==> config.mk <==
export PLATFORM = sky130hd
export DESIGN_NAME = csbus_ctrl
export DESIGN_NICKNAME = d
export VERILOG_FILES = /design/src/rtl/csbus_pkg.sv /design/src/rtl/csbus_regs.sv /design/src/rtl/csbus_decode.sv /design/src/rtl/csbus_fsm.sv /design/src/rtl/csbus_ctrl.sv
export SDC_FILE = /design/constraint.sdc
export NUM_CORES = 1
export LEC_CHECK = 0
export BUFFER_PORTS_ARGS = -buffer_cell sky130_fd_sc_hd__buf_2
export CAP_MARGIN = 20
export CORE_MARGIN = 3
export CORE_UTILIZATION = 35
export DETAILED_ROUTE_END_ITERATION = 10
export HOLD_SLACK_MARGIN = 0.05
export PLACE_DENSITY = 0.59
export SLEW_MARGIN = 20
export SYNTH_ARGS = -nofsm -noshare
export SYNTH_HDL_FRONTEND = slang
export SYNTH_HIERARCHICAL = 1
export SYNTH_SLANG_ARGS = --single-unit
==> constraint.sdc <==
create_clock -name clk -period 8.11 [get_ports clk]
set_input_delay 1.622 -clock clk [delete_from_list [all_inputs] [get_ports clk]]
set_output_delay 1.622 -clock clk [all_outputs]
set_load 0.01 [all_outputs]
==> src/rtl/csbus_pkg.sv <==
package csbus_pkg;
    localparam int NUM_PROF = 5;
    localparam int ADDR_W   = 26;
    localparam int DATA_W   = 16;
    localparam int WAIT_W   = 4;
    localparam int TMO_W    = 8;
    localparam int IDX_W    = $clog2(NUM_PROF);
    localparam int SIZE_W   = ADDR_W + 1;

    typedef struct packed {
        logic              en;
        logic              ack;
        logic [WAIT_W-1:0] wait_n;
        logic [ADDR_W-1:0] base;
        logic [SIZE_W-1:0] size;
    } prof_t;

    typedef enum logic [1:0] {
        ST_IDLE    = 2'd0,
        ST_STROBE  = 2'd1,
        ST_RECOVER = 2'd2
    } cyc_state_t;
endpackage

==> src/rtl/csbus_regs.sv <==
module csbus_regs
    import csbus_pkg::*;
(
    input  logic                       clk,
    input  logic                       rst_n,
    input  logic                       cfg_we,
    input  logic [IDX_W-1:0]           cfg_idx,
    input  prof_t                      cfg_prof,
    input  logic                       tmo_we,
    input  logic [TMO_W-1:0]           tmo_val,
    output prof_t [NUM_PROF-1:0]       profs,
    output logic [TMO_W-1:0]           tmo_limit
);
    localparam logic [TMO_W-1:0] TMO_RESET = {TMO_W{1'b1}};

    for (genvar p = 0; p < NUM_PROF; p++) begin : g_prof
        always_ff @(posedge clk) begin
            if (!rst_n) begin
                profs[p] <= '0;
            end else if (cfg_we && cfg_idx == IDX_W'(p)) begin
                profs[p] <= cfg_prof;
            end
        end
    end

    always_ff @(posedge clk) begin
        if (!rst_n) begin
            tmo_limit <= TMO_RESET;
        end else if (tmo_we) begin
            tmo_limit <= tmo_val;
        end
    end
endmodule

==> src/rtl/csbus_decode.sv <==
module csbus_decode
    import csbus_pkg::*;
(
    input  prof_t [NUM_PROF-1:0]  profs,
    input  logic [ADDR_W-1:0]     addr,
    output logic                  hit,
    output logic [IDX_W-1:0]      hit_idx,
    output logic                  sel_ack,
    output logic [WAIT_W-1:0]     sel_wait
);
    logic [NUM_PROF-1:0] match;

    for (genvar p = 0; p < NUM_PROF; p++) begin : g_match
        logic [SIZE_W-1:0] offset;
        assign offset   = {1'b0, addr} - {1'b0, profs[p].base};
        assign match[p] = profs[p].en && (addr >= profs[p].base)
                          && (offset < profs[p].size);
    end

    always_comb begin
        hit     = 1'b0;
        hit_idx = '0;
        for (int i = NUM_PROF - 1; i >= 0; i--) begin
            if (match[i]) begin
                hit     = 1'b1;
                hit_idx = IDX_W'(i);
            end
        end
    end

    assign sel_ack  = profs[hit_idx].ack;
    assign sel_wait = profs[hit_idx].wait_n;
endmodule

==> src/rtl/csbus_fsm.sv <==
module csbus_fsm
    import csbus_pkg::*;
(
    input  logic                 clk,
    input  logic                 rst_n,
    input  logic                 req_valid,
    input  logic                 req_write,
    input  logic [ADDR_W-1:0]    req_addr,
    input  logic [DATA_W-1:0]    req_wdata,
    input  logic                 hit,
    input  logic [IDX_W-1:0]     hit_idx,
    input  logic                 sel_ack,
    input  logic [WAIT_W-1:0]    sel_wait,
    input  logic [TMO_W-1:0]     tmo_limit,
    input  logic                 bus_dtack_n,
    input  logic [DATA_W-1:0]    bus_din,
    output logic                 req_ready,
    output logic                 resp_done,
    output logic                 resp_err,
    output logic [DATA_W-1:0]    resp_rdata,
    output logic [ADDR_W-1:0]    bus_addr,
    output logic [DATA_W-1:0]    bus_dout,
    output logic                 bus_doe,
    output logic                 bus_rw,
    output logic                 bus_as_n,
    output logic                 bus_ds_n,
    output logic [NUM_PROF-1:0]  bus_cs_n
);
    cyc_state_t state, state_nx;

    logic [IDX_W-1:0]  cur_idx;
    logic              cur_write;
    logic              cur_ack;
    logic [WAIT_W-1:0] cur_wait;
    logic [ADDR_W-1:0] addr_q;
    logic [DATA_W-1:0] wdata_q;
    logic [TMO_W-1:0]  cnt;
    logic              done_q;
    logic              err_q;
    logic [DATA_W-1:0] rdata_q;

    logic accept;
    logic finish_ok;
    logic finish_tmo;

    assign accept    = (state == ST_IDLE) && req_valid;
    assign finish_ok = cur_ack ? !bus_dtack_n : (cnt == TMO_W'(cur_wait));
    assign finish_tmo = cur_ack && bus_dtack_n
                        && (({1'b0, cnt} + (TMO_W+1)'(1)) >= {1'b0, tmo_limit});

    // next state
    always_comb begin
        state_nx = state;
        unique case (state)
            ST_IDLE: begin
                if (accept) state_nx = hit ? ST_STROBE : ST_RECOVER;
            end
            ST_STROBE: begin
                if (finish_ok || finish_tmo) state_nx = ST_RECOVER;
            end
            ST_RECOVER: state_nx = ST_IDLE;
            default:    state_nx = ST_IDLE;
        endcase
    end

    // state register
    always_ff @(posedge clk) begin
        if (!rst_n) state <= ST_IDLE;
        else        state <= state_nx;
    end

    // cycle datapath
    always_ff @(posedge clk) begin
        if (!rst_n) begin
            cur_idx   <= '0;
            cur_write <= 1'b0;
            cur_ack   <= 1'b0;
            cur_wait  <= '0;
            addr_q    <= '0;
            wdata_q   <= '0;
            cnt       <= '0;
            done_q    <= 1'b0;
            err_q     <= 1'b0;
            rdata_q   <= '0;
        end else begin
            unique case (state)
                ST_IDLE: begin
                    done_q  <= 1'b0;
                    err_q   <= 1'b0;
                    rdata_q <= '0;
                    if (accept) begin
                        cur_idx   <= hit_idx;
                        cur_write <= req_write;
                        cur_ack   <= sel_ack;
                        cur_wait  <= sel_wait;
                        addr_q    <= req_addr;
                        wdata_q   <= req_wdata;
                        cnt       <= '0;
                        if (!hit) begin
                            done_q <= 1'b1;
                            err_q  <= 1'b1;
                        end
                    end
                end
                ST_STROBE: begin
                    cnt <= cnt + TMO_W'(1);
                    if (finish_ok) begin
                        done_q  <= 1'b1;
                        err_q   <= 1'b0;
                        rdata_q <= cur_write ? '0 : bus_din;
                    end else if (finish_tmo) begin
                        done_q  <= 1'b1;
                        err_q   <= 1'b1;
                        rdata_q <= '0;
                    end
                end
                ST_RECOVER: begin
                    done_q  <= 1'b0;
                    err_q   <= 1'b0;
                    rdata_q <= '0;
                end
                default: begin
                    done_q <= 1'b0;
                    err_q  <= 1'b0;
                end
            endcase
        end
    end

    // outputs
    always_comb begin
        req_ready  = (state == ST_IDLE);
        resp_done  = done_q;
        resp_err   = err_q;
        resp_rdata = rdata_q;
        bus_addr   = addr_q;
        bus_dout   = wdata_q;
        bus_as_n   = 1'b1;
        bus_ds_n   = 1'b1;
        bus_rw     = 1'b1;
        bus_doe    = 1'b0;
        bus_cs_n   = '1;
        unique case (state)
            ST_STROBE: begin
                bus_as_n = 1'b0;
                bus_ds_n = 1'b0;
                bus_rw   = !cur_write;
                bus_doe  = cur_write;
                bus_cs_n = ~(NUM_PROF'(1) << cur_idx);
            end
            ST_IDLE, ST_RECOVER: ;
            default: ;
        endcase
    end
endmodule

==> src/rtl/csbus_ctrl.sv <==
module csbus_ctrl
    import csbus_pkg::*;
(
    input  logic                 clk,
    input  logic                 rst_n,
    input  logic                 cfg_we,
    input  logic [IDX_W-1:0]     cfg_idx,
    input  logic                 cfg_en,
    input  logic                 cfg_ack,
    input  logic [WAIT_W-1:0]    cfg_wait,
    input  logic [ADDR_W-1:0]    cfg_base,
    input  logic [SIZE_W-1:0]    cfg_size,
    input  logic                 tmo_we,
    input  logic [TMO_W-1:0]     tmo_val,
    input  logic                 req_valid,
    input  logic                 req_write,
    input  logic [ADDR_W-1:0]    req_addr,
    input  logic [DATA_W-1:0]    req_wdata,
    output logic                 req_ready,
    output logic                 resp_done,
    output logic                 resp_err,
    output logic [DATA_W-1:0]    resp_rdata,
    output logic [ADDR_W-1:0]    bus_addr,
    output logic [DATA_W-1:0]    bus_dout,
    input  logic [DATA_W-1:0]    bus_din,
    output logic                 bus_doe,
    output logic                 bus_rw,
    output logic                 bus_as_n,
    output logic                 bus_ds_n,
    output logic [NUM_PROF-1:0]  bus_cs_n,
    input  logic                 bus_dtack_n
);
    prof_t [NUM_PROF-1:0] profs;
    prof_t                cfg_prof;
    logic [TMO_W-1:0]     tmo_limit;
    logic                 hit;
    logic [IDX_W-1:0]     hit_idx;
    logic                 sel_ack;
    logic [WAIT_W-1:0]    sel_wait;

    always_comb begin
        cfg_prof.en     = cfg_en;
        cfg_prof.ack    = cfg_ack;
        cfg_prof.wait_n = cfg_wait;
        cfg_prof.base   = cfg_base;
        cfg_prof.size   = cfg_size;
    end

    csbus_regs u_regs (
        .clk       (clk),
        .rst_n     (rst_n),
        .cfg_we    (cfg_we),
        .cfg_idx   (cfg_idx),
        .cfg_prof  (cfg_prof),
        .tmo_we    (tmo_we),
        .tmo_val   (tmo_val),
        .profs     (profs),
        .tmo_limit (tmo_limit)
    );

    csbus_decode u_decode (
        .profs    (profs),
        .addr     (req_addr),
        .hit      (hit),
        .hit_idx  (hit_idx),
        .sel_ack  (sel_ack),
        .sel_wait (sel_wait)
    );

    csbus_fsm u_fsm (
        .clk         (clk),
        .rst_n       (rst_n),
        .req_valid   (req_valid),
        .req_write   (req_write),
        .req_addr    (req_addr),
        .req_wdata   (req_wdata),
        .hit         (hit),
        .hit_idx     (hit_idx),
        .sel_ack     (sel_ack),
        .sel_wait    (sel_wait),
        .tmo_limit   (tmo_limit),
        .bus_dtack_n (bus_dtack_n),
        .bus_din     (bus_din),
        .req_ready   (req_ready),
        .resp_done   (resp_done),
        .resp_err    (resp_err),
        .resp_rdata  (resp_rdata),
        .bus_addr    (bus_addr),
        .bus_dout    (bus_dout),
        .bus_doe     (bus_doe),
        .bus_rw      (bus_rw),
        .bus_as_n    (bus_as_n),
        .bus_ds_n    (bus_ds_n),
        .bus_cs_n    (bus_cs_n)
    );
endmodule

==> results of run 1 <==
==> per-stage QoR <==
step	util, %	std cells
floorplan	-	2951
global placement	38.4	3990
detailed placement	38.4	3990
CTS	40.6	4074
global route	40.6	4074
finish	40.6	4074
==> area by class of cell <==
cell class / instances / area [sq um]
Sequential cell: 382 / 7650
Tap cell: 931 / 1160
Timing Repair Buffer: 222 / 1190
Multi-Input combinational cell: 2146 / 15400
Inverter: 309 / 1160
Clock inverter: 16 / 216
Fill cell: 7091 / 41100
Clock buffer: 68 / 1380
==> Yosys cell counts (7+ instances only) <==
master | instances | share of area [%]
nand2_1 | 564 | 8.5
dfxtp_1 | 382 | 31
inv_1 | 309 | 4.7
mux2i_1 | 308 | 12
ha_1 | 269 | 14
a21oi_1 | 158 | 3.2
nor2_1 | 91 | 1.4
xnor2_1 | 85 | 3.0
a21o_1 | 83 | 2.5
o21ai_0 | 64 | 1.3
a21boi_0 | 56 | 1.7
clkbuf_1 | 48 | 0.73
buf_2 | 47 | 0.95
nand3_1 | 41 | 0.83
xor2_1 | 39 | 1.4
nand4_1 | 28 | 0.71
nor2b_1 | 27 | 0.68
and3_1 | 25 | 0.63
nor3_1 | 24 | 0.49
o21a_1 | 24 | 0.73
a31oi_1 | 23 | 0.58
nand2b_1 | 23 | 0.58
o21bai_1 | 16 | 0.49
a221o_1 | 12 | 0.49
and2_1 | 10 | 0.25
nand3b_1 | 10 | 0.30
o21ai_1 | 10 | 0.20
buf_6 | 9 | 0.41
a211oi_1 | 8 | 0.24
or3_1 | 8 | 0.20
a22oi_1 | 7 | 0.21
buf_4 | 7 | 0.21
==> report_power, final <==
group	internal, mW	switching, mW
clock network	1.30	0.868
registers	1.93	0.0274
logic	0.408	0.613
total	3.64	1.51
==> sequential cells by signal (all words and copies together) (netlist names), 2 cells and up <==
name / flops
u_fsm/cur_wait: 4
u_fsm/resp_rdata: 16
u_fsm/cnt: 8
u_fsm/cur_idx: 3
u_fsm/bus_addr: 26
u_regs/tmo_limit: 8
u_fsm/bus_dout: 16
u_regs/profs: 295
u_fsm/state: 2
==> tightest hold or removal path, cell delays in order (launching register included) <==
cell and delay [ns]:
dfxtp_1 0.31, nand2_1 0.05, mux2i_1 0.05
==> per-layer routing <==
layer,vias to the layer above,global-route usage [%],share of wire (%)
met2,374,33.3,46
li1,10400,-,-
met1,9761,27.4,48
met4,6,3.84,1.4
met5,-,0,0.056
met3,76,2.63,4.2
==> cells by family after synthesis <==
kind of cell,Yosys count
flip-flops,382
multiplexers,310
AND/OR/NAND/NOR,887
XOR/XNOR,124
adder cells (fa/ha/maj),274
buffers and inverters,423
AO/OA/AOI/OAI,551
==> how the worst min path moves through the flow <==
stage | start | to | slack [ns] | cells past startpoint
2_1_floorplan | u_regs/profs[53]$_SDFFE_PN0P_ | u_regs/profs[53]$_SDFFE_PN0P_ | 0.43 | 2
3_3_place_gp | u_regs/profs[52]$_SDFFE_PN0P_ | u_regs/profs[52]$_SDFFE_PN0P_ | 0.44 | 2
3_5_place_dp | u_regs/profs[12]$_SDFFE_PN0P_ | u_regs/profs[12]$_SDFFE_PN0P_ | 0.45 | 2
4_1_cts | u_regs/profs[21]$_SDFFE_PN0P_ | u_regs/profs[21]$_SDFFE_PN0P_ | 0.46 | 2
5_1_grt | u_regs/profs[23]$_SDFFE_PN0P_ | u_regs/profs[23]$_SDFFE_PN0P_ | 0.47 | 2
6_report | u_regs/profs[12]$_SDFFE_PN0P_ | u_regs/profs[12]$_SDFFE_PN0P_ | 0.45 | 2
==> reports/metrics.yaml, run 1 <==
sta:
  finalCritPeriodShare_pct: 85.1
  fin_hold_ws_ns: 0.455
  rsz0062_at_grt: "false"
  final_max_slew_viol_count: 0
  period_needed_ns: 6.90
  final_hold_viol_count: 0
  timing.fmax_mhz: 145
  fin_worst_skew_ns: 0.0198
  setup_viol: 0
  worstMarginPinSlew_ns: 1.15
  setup_ws_ns: 1.21
  relSlewSlack_pct: 23.6
  fin_tns_setup_ns: 0
grt:
  antenna_found_initial: 3
  grt_pass1_wl_mm: 116
  gr-total-overflow: 0
  grt_max_degree: 169
  grt_usage_pct: 19.9
  grt_pass1_vias: 20100
setup_path:
  worstPathBufferInverterCount: 5
  cp.depth: 27
  crit_arrival_ns: 7.42
  r2r_start: "u_regs/profs[263]$_SDFFE_PN0P_"
  path_delay_family: "compound AO/OA/AOI/OAI gates"
  critPathCapture: "u_fsm/resp_err$_SDFFE_PN0P_"
  rr_worst_depth: 25
  crit_fanout: 3
  r2r-end: "u_fsm/resp_err$_SDFFE_PN0P_"
  cp.required_ns: 8.63
  crit_slowest_cell: "or4_1"
  max_stage_delay_ns: 0.58
  cp-start-kind: "input port"
  rrSetupSlack_ns: 2.17
  critPathKind: "in2reg"
  crit_path_end_kind: "flip-flop"
  startpoint: "req_addr[0]"
route:
  viasPerCell: 5.07
  ant_nets: 0
  dr.pass1.iters: 5
  drt-initial-drc-count: 1046
  totalWireLength_mm: 75.5
  drc: 0
  vias: 20600
  wl_per_cell_microns: 18.5
status:
  status: "finished clean"
run:
  cap_violations: 0
cts:
  postCtsSetupRepairBufs: 0
  clk_latency_ns: 0.59
  clock_sinks: 382
  htreeDepth: 2
  postCtsResizedCells: 0
  cts.path.max_buffers: 3
  cts_inserted_buffers: 46
  path_clk_slew_ns: 0.06
  ctsHoldBuffers: 0
  cts_root_buffer: "clkbuf_16"
  cts_tree: "yes"
worst_hold_path:
  hold_path.class: "reg2reg"
placement:
  globalplace.congestion: 0.886
  numPortBuffers: 204
  placedInstanceArea_sq_um: 26600
  dp_hpwl_mm: 55.8
  dp_slack_ns: 0.661
synthesis:
  synth.mux.area_fraction_pct: 12.5
  synth_fa_ha_area_share_pct: 14.0
  synth.distinct_cells: 100
  ys_async_sr_fraction_pct: 0
  synth_edf_count: 0
  synth_xor_area_share_pct: 4.39
  synth_top_family_by_area: "simple AND/OR/NAND/NOR gates"
  syn_avg_cell_area_sq_um: 8.39
  synth-compound-area-share_pct: 15.2
  synth_area_sq_um: 24800
  yosys_warnings: 6
  ys.flop_type: "dfxtp_1"
  synth_fp_nets: 3360
  yosys.area_share.simple_pct: 15.9
  synth_cells: 2951
  ys_ff_latch: 382
  ys_seq_area_share_pct: 30.9
floorplan:
  coreArea_sq_um: 69300
  start_util_pct: 35.7
  placement_rows: 96
  fp.dieArea_sq_um: 74000
  die_h_microns: 272
  die_w_microns: 272
  io_pins: 205
pwr:
  power_density_nw_per_um2: 183
  p_total_mw: 5.15
  ir_worst_vdd_mv: 0.178
  p_leak_nw: 12.5
layout:
  area_growth_pct: 13.8
  num_antenna_cells: 0
  final_area_sq_um: 28200
  layout_common_cells: "nand2_1 (563), dfxtp_1 (382), inv_1 (309), mux2i_1 (308), ha_1 (269)"
  final_common_cell: "nand2_1"
  drive_gt1_share_pct: 11.1
  fin_nets: 3516
Power figures use the tool's default switching activity.
==> run 2: changes to the inputs <==
--- a/config.mk
+++ b/config.mk
@@ -8,10 +8,10 @@
 export BUFFER_PORTS_ARGS = -buffer_cell sky130_fd_sc_hd__buf_2
 export CAP_MARGIN = 20
 export CORE_MARGIN = 3
-export CORE_UTILIZATION = 35
+export CORE_UTILIZATION = 55
 export DETAILED_ROUTE_END_ITERATION = 10
 export HOLD_SLACK_MARGIN = 0.05
-export PLACE_DENSITY = 0.59
+export PLACE_DENSITY = 0.82
 export SLEW_MARGIN = 20
 export SYNTH_ARGS = -nofsm -noshare
 export SYNTH_HDL_FRONTEND = slang
==> run 2 against run 1 <==
  * Non-clock buffer count is 7 lower
  * Worst hold slack better by 0.0023 ns
  * Worst setup slack worse by 0.38 ns
  * Critical path depth stayed put
  * Global-route usage is 8.5 points higher
  * Combinational power hardly changed
  * Clock power is 5% lower
  * Clock-buffer cell count is 8 lower
  * Largest cell class unchanged
  * Highest routed layer is now met4
==> reports/metrics.yaml, run 2 (synthesis gave the netlist of run 1 again) <==
cts:
  ctsHoldBuffers: 0
  postCtsResizedCells: 0
  clock_sinks: 382
  cts_inserted_buffers: 43
  postCtsSetupRepairBufs: 0
  cts.path.max_buffers: 3
  cts_root_buffer: "clkbuf_16"
  htreeDepth: 2
  cts_tree: "yes"
  clk_latency_ns: 0.58
  path_clk_slew_ns: 0.06
setup_path:
  crit_fanout: 7
  rr_worst_depth: 25
  r2r_start: "u_regs/profs[204]$_SDFFE_PN0P_"
  crit_arrival_ns: 7.81
  cp-start-kind: "input port"
  rrSetupSlack_ns: 1.94
  crit_path_end_kind: "flip-flop"
  crit_slowest_cell: "nor4_1"
  cp.required_ns: 8.64
  cp_common_cell: "inv_1"
  r2r-end: "u_fsm/resp_err$_SDFFE_PN0P_"
  max_stage_delay_ns: 0.71
  critPathKind: "in2reg"
floorplan:
  die_w_microns: 218
  io_pins: 205
  start_util_pct: 55.9
  die_h_microns: 218
  fp.dieArea_sq_um: 47600
  coreArea_sq_um: 44300
  placement_rows: 77
sta:
  finalCritPeriodShare_pct: 89.8
  period_needed_ns: 7.28
  final_hold_viol_count: 0
  rsz0062_at_grt: "false"
  worstMarginPinSlew_ns: 1.14
  timing.fmax_mhz: 137
  final_max_slew_viol_count: 0
  setup_ws_ns: 0.829
  fin_tns_setup_ns: 0
  relSlewSlack_pct: 23.8
  setup_viol: 0
  fin_worst_skew_ns: 0.0198
grt:
  grt_max_degree: 219
  grt_pass1_wl_mm: 108
  grt_usage_pct: 28.4
  antenna_found_initial: 0
  gr-total-overflow: 0
  grt_pass1_vias: 20400
worst_hold_path:
  whs_path_depth: 2
  worstHoldEndpoint: "u_regs/profs[32]$_SDFFE_PN0P_"
  hold_path.class: "reg2reg"
  min_from: "u_regs/profs[32]$_SDFFE_PN0P_"
route:
  wl_per_cell_microns: 18.8
  totalWireLength_mm: 69.8
  drt-initial-drc-count: 1916
  vias: 21400
  viasPerCell: 5.76
  ant_nets: 0
  drc: 0
  dr.pass1.iters: 5
layout:
  regMostFlops: "u_regs/profs"
  utilization_pct: 62.3
  largest_reg_flops: 295
  num_antenna_cells: 0
  drive_gt1_share_pct: 10.9
  num-fill-cells: 3749
  layout_common_cells: "nand2_1 (563), dfxtp_1 (382), inv_1 (309), mux2i_1 (308), ha_1 (269)"
  fin_nets: 3506
  final_common_cell: "nand2_1"
  final_area_sq_um: 27600
  area_growth_pct: 11.5
pwr:
  p_leak_nw: 12.5
  power_density_nw_per_um2: 182
  ir_worst_vdd_mv: 0.164
placement:
  numPortBuffers: 204
  placedInstanceArea_sq_um: 26100
  globalplace.congestion: 0.968
  dp_slack_ns: 0.482
  dp_hpwl_mm: 50.3
status:
  status: "finished clean"
run:
  cap_violations: 0
[run 2: cell types whose count changed in the layout (fill, tap and decap cells not counted), sizes merged]
cell and delta:
buf -7, clkbuf -8, clkinv +1, inv +1
[run 2: report_power, final]
part / internal [mW] / switching, mW / leakage, nW / total [mW]
combinational: 0.408 / 0.612 / 8.64 / 1.02
clock: 1.24 / 0.825 / 0.746 / 2.06
sequential: 1.93 / 0.0273 / 3.10 / 1.95
total: 3.57 / 1.46 / 12.5 / 5.03
[run 2: worst max-delay path: cells and delay by family]
kind / cells / cell delay [ns]
AOI/OAI and AO/OA: 10 / 2.40
and+or+nand+nor: 8 / 2.12
adders and majority gates: 3 / 0.93
buffers and inverters: 5 / 0.54
xor gates and xnor gates: 1 / 0.16
[run 2: area by class of cell]
cell class / instances / area, sq um / area share, %
multi-input combinational: 2146 / 15400 / 55.8
sequential: 382 / 7650 / 27.7
clock buffer: 60 / 1280 / 4.65
inverter: 309 / 1160 / 4.20
timing repair buffer: 215 / 1150 / 4.15
tap: 592 / 741 / 2.68
clock inverter: 18 / 215 / 0.780
[run 2: routing by layer]
metal  vias to the layer above  global-route usage, %  part of all wire [%]
met2                       820                   45.4                    44
met4                         0                   13.7                   5.0
met3                       195                   4.69                   7.6
met1                     10000                   37.4                    43
met5                         -                      0                     0
li1                      10400                      -                     -
[run 2: how the worst max path moves through the flow]
stage / from / endpoint / slack [ns] / depth (start not counted)
3_5_place_dp: req_addr[0] / u_fsm/resp_err$_SDFFE_PN0P_ / 0.48 / 27
3_3_place_gp: req_addr[0] / u_fsm/resp_err$_SDFFE_PN0P_ / 0.68 / 27
4_1_cts: req_addr[0] / u_fsm/resp_err$_SDFFE_PN0P_ / 1.03 / 27
5_1_grt: req_addr[0] / u_fsm/resp_err$_SDFFE_PN0P_ / 0.63 / 27
6_report: req_addr[0] / u_fsm/resp_err$_SDFFE_PN0P_ / 0.83 / 27
2_1_floorplan: req_addr[0] / u_fsm/resp_err$_SDFFE_PN0P_ / 1.77 / 29
[run 2: per-stage QoR]
stage                     power [mW]  hold slack [ns]  instances
after floorplan                 2.69            0.434       2951
after global placement          2.96            0.443       3643
after detailed placement        2.98            0.449       3643
after CTS                       5.03            0.458       3721
after global routing            5.23            0.476       3722
final                           5.03            0.457       3722
==> run 3: changes to the inputs <==
==> constraint.sdc (replaced) <==
create_clock -name clk -period 8.1 [get_ports clk]
set_input_delay 1.62 -clock clk [delete_from_list [all_inputs] [get_ports clk]]
set_output_delay 1.62 -clock clk [all_outputs]
set_load 0.01 [all_outputs]
==> run 3 against run 2 <==
  * Global-route usage up 0.38 points
  * Routed wire length increased by 1.4%
  * Total power fell by 0.28%
  * Clock power hardly changed
  * Clock skew decreased by 0.0015 ns
  * Worst setup slack better by 0.36 ns
  * Clock-buffer cell count is 5 lower
  * Sequential cell count unchanged
  * Register-to-register slack better by 0.34 ns
  * Non-clock buffer count up 2
  * Critical path depth rose by 2
  * Critical path type unchanged
  * Largest cell class unchanged
==> reports/metrics.yaml, run 3 (synthesis gave the netlist of run 1 again) <==
status:
  status: "finished clean"
setup_path:
  worstPathBufferInverterCount: 5
  r2r-end: "u_fsm/resp_err$_SDFFE_PN0P_"
  startpoint: "req_addr[0]"
  cp.required_ns: 8.62
  rrSetupSlack_ns: 2.28
  max_stage_delay_ns: 0.44
  cp-start-kind: "input port"
  crit_arrival_ns: 7.44
  rr_worst_depth: 27
  crit_path_end_kind: "flip-flop"
  critPathKind: "in2reg"
  path_delay_family: "compound AO/OA/AOI/OAI gates"
  crit_slowest_cell: "or3b_2"
  cp_common_cell: "inv_1"
  r2r_start: "u_regs/profs[145]$_SDFFE_PN0P_"
  crit_fanout: 12
cts:
  cts_inserted_buffers: 42
  ctsHoldBuffers: 0
  clk_latency_ns: 0.58
  cts.path.max_buffers: 3
  postCtsSetupRepairBufs: 0
  htreeDepth: 2
  clock_sinks: 382
  cts_tree: "yes"
  path_clk_slew_ns: 0.06
  postCtsResizedCells: 0
  cts_root_buffer: "clkbuf_16"
placement:
  placedInstanceArea_sq_um: 26100
  dp_slack_ns: 0.809
  dp_hpwl_mm: 50.6
  numPortBuffers: 204
  globalplace.congestion: 0.965
layout:
  fin_nets: 3507
  final_area_sq_um: 27600
  layout_common_cells: "nand2_1 (563), dfxtp_1 (382), inv_1 (309), mux2i_1 (308), ha_1 (269)"
  num-fill-cells: 3702
  regMostFlops: "u_regs/profs"
  area_growth_pct: 11.4
  utilization_pct: 62.2
  final_common_cell: "nand2_1"
  drive_gt1_share_pct: 10.9
  num_antenna_cells: 0
  largest_reg_flops: 295
floorplan:
  coreArea_sq_um: 44300
  fp.dieArea_sq_um: 47600
  die_w_microns: 218
  die_h_microns: 218
  start_util_pct: 55.9
  placement_rows: 77
  io_pins: 205
pwr:
  pwr-share-comb_pct: 20.5
  p_leak_nw: 12.5
  intPower_mw: 3.54
  clkPwrFrac_pct: 40.5
  swShare_pct: 29.4
  p_switching_mw: 1.48
  ir_worst_vdd_mv: 0.168
  power_density_nw_per_um2: 182
  pwr-share-seq_pct: 39.0
grt:
  grt_max_degree: 175
  grt_pass1_vias: 20400
  grt_pass1_wl_mm: 109
  grt_usage_pct: 28.8
  gr-total-overflow: 0
  antenna_found_initial: 0
worst_hold_path:
  min_from: "u_regs/profs[1]$_SDFFE_PN0P_"
  worstHoldEndpoint: "u_regs/profs[1]$_SDFFE_PN0P_"
  whs_path_depth: 2
  hold_path.class: "reg2reg"
sta:
  period_needed_ns: 6.91
  final_hold_viol_count: 0
  final_max_slew_viol_count: 0
  rsz0062_at_grt: "false"
  finalCritPeriodShare_pct: 85.3
  setup_viol: 0
  worstMarginPinSlew_ns: 1.15
  setup_ws_ns: 1.19
  fin_tns_setup_ns: 0
  timing.fmax_mhz: 145
  fin_worst_skew_ns: 0.0183
  relSlewSlack_pct: 23.2
route:
  ant_nets: 0
  drc: 0
  viasPerCell: 5.78
  dr.pass1.iters: 6
  wl_per_cell_microns: 19.0
  vias: 21500
  drt-initial-drc-count: 1964
  totalWireLength_mm: 70.8
run:
  cap_violations: 0
-- run 3: cell types whose count changed in the layout (fill, tap and decap cells not counted) --
cell and change:
buf_4 +2, clkbuf_16 -2, bufinv_16 +1, inv_6 +2
clkinv_4 -2, clkbuf_8 -3, clkinv_2 +1, clkinvlp_4 +2
-- run 3: how the worst max path moves through the flow --
stage | end | depth (start not counted)
floorplan | u_fsm/resp_err$_SDFFE_PN0P_ | 29
detailed placement | u_fsm/resp_err$_SDFFE_PN0P_ | 29
global route | u_fsm/resp_err$_SDFFE_PN0P_ | 29
finish | u_fsm/resp_err$_SDFFE_PN0P_ | 29
CTS | u_fsm/resp_err$_SDFFE_PN0P_ | 29
global placement | u_fsm/resp_err$_SDFFE_PN0P_ | 29
-- run 3: power groups by stage --
| stage | clock [mW] | combinational [mW] | sequential, mW |
|---|---|---|---|
| after CTS | 2.06 | 1.00 | 1.96 |
| after floorplan | 0 | 0.698 | 2.00 |
| after detailed placement | 0 | 0.990 | 2.00 |
| final | 2.03 | 1.03 | 1.96 |
| after global routing | 2.13 | 1.13 | 1.96 |
| after global placement | 0 | 0.972 | 2.00 |
-- run 3: layout make-up --
cell class	instances	area, sq um	area share [%]
multi-input cells	2146	15400	55.9
flip-flops and latches	382	7650	27.7
repair buffers	217	1160	4.21
clock inverters	22	265	0.962
well taps	592	741	2.69
clock buffers	55	1190	4.32
inverters	309	1160	4.21
-- run 3: worst min-delay path: stages, from the launching register on --
cell	delay [ns]
dfxtp_1	0.31
nand2_1	0.05
mux2i_1	0.05
-- run 3: per-layer routing --
| metal | global-route usage (%) | up-vias | wire [microns] |
|---|---|---|---|
| li1 | - | 10400 | - |
| met1 | 38.5 | 10100 | 30700 |
| met2 | 46.2 | 878 | 31500 |
| met3 | 4.87 | 183 | 5560 |
| met4 | 11.7 | 0 | 3040 |
| met5 | 0 | - | 0 |
-- run 3: stage by stage --
step	hold slack, ns	power (mW)	instances
final	0.456	5.02	3723
after global routing	0.474	5.22	3723
after CTS	0.458	5.02	3722
after detailed placement	0.447	2.99	3645
after global placement	0.442	2.97	3645
after floorplan	0.434	2.69	2951
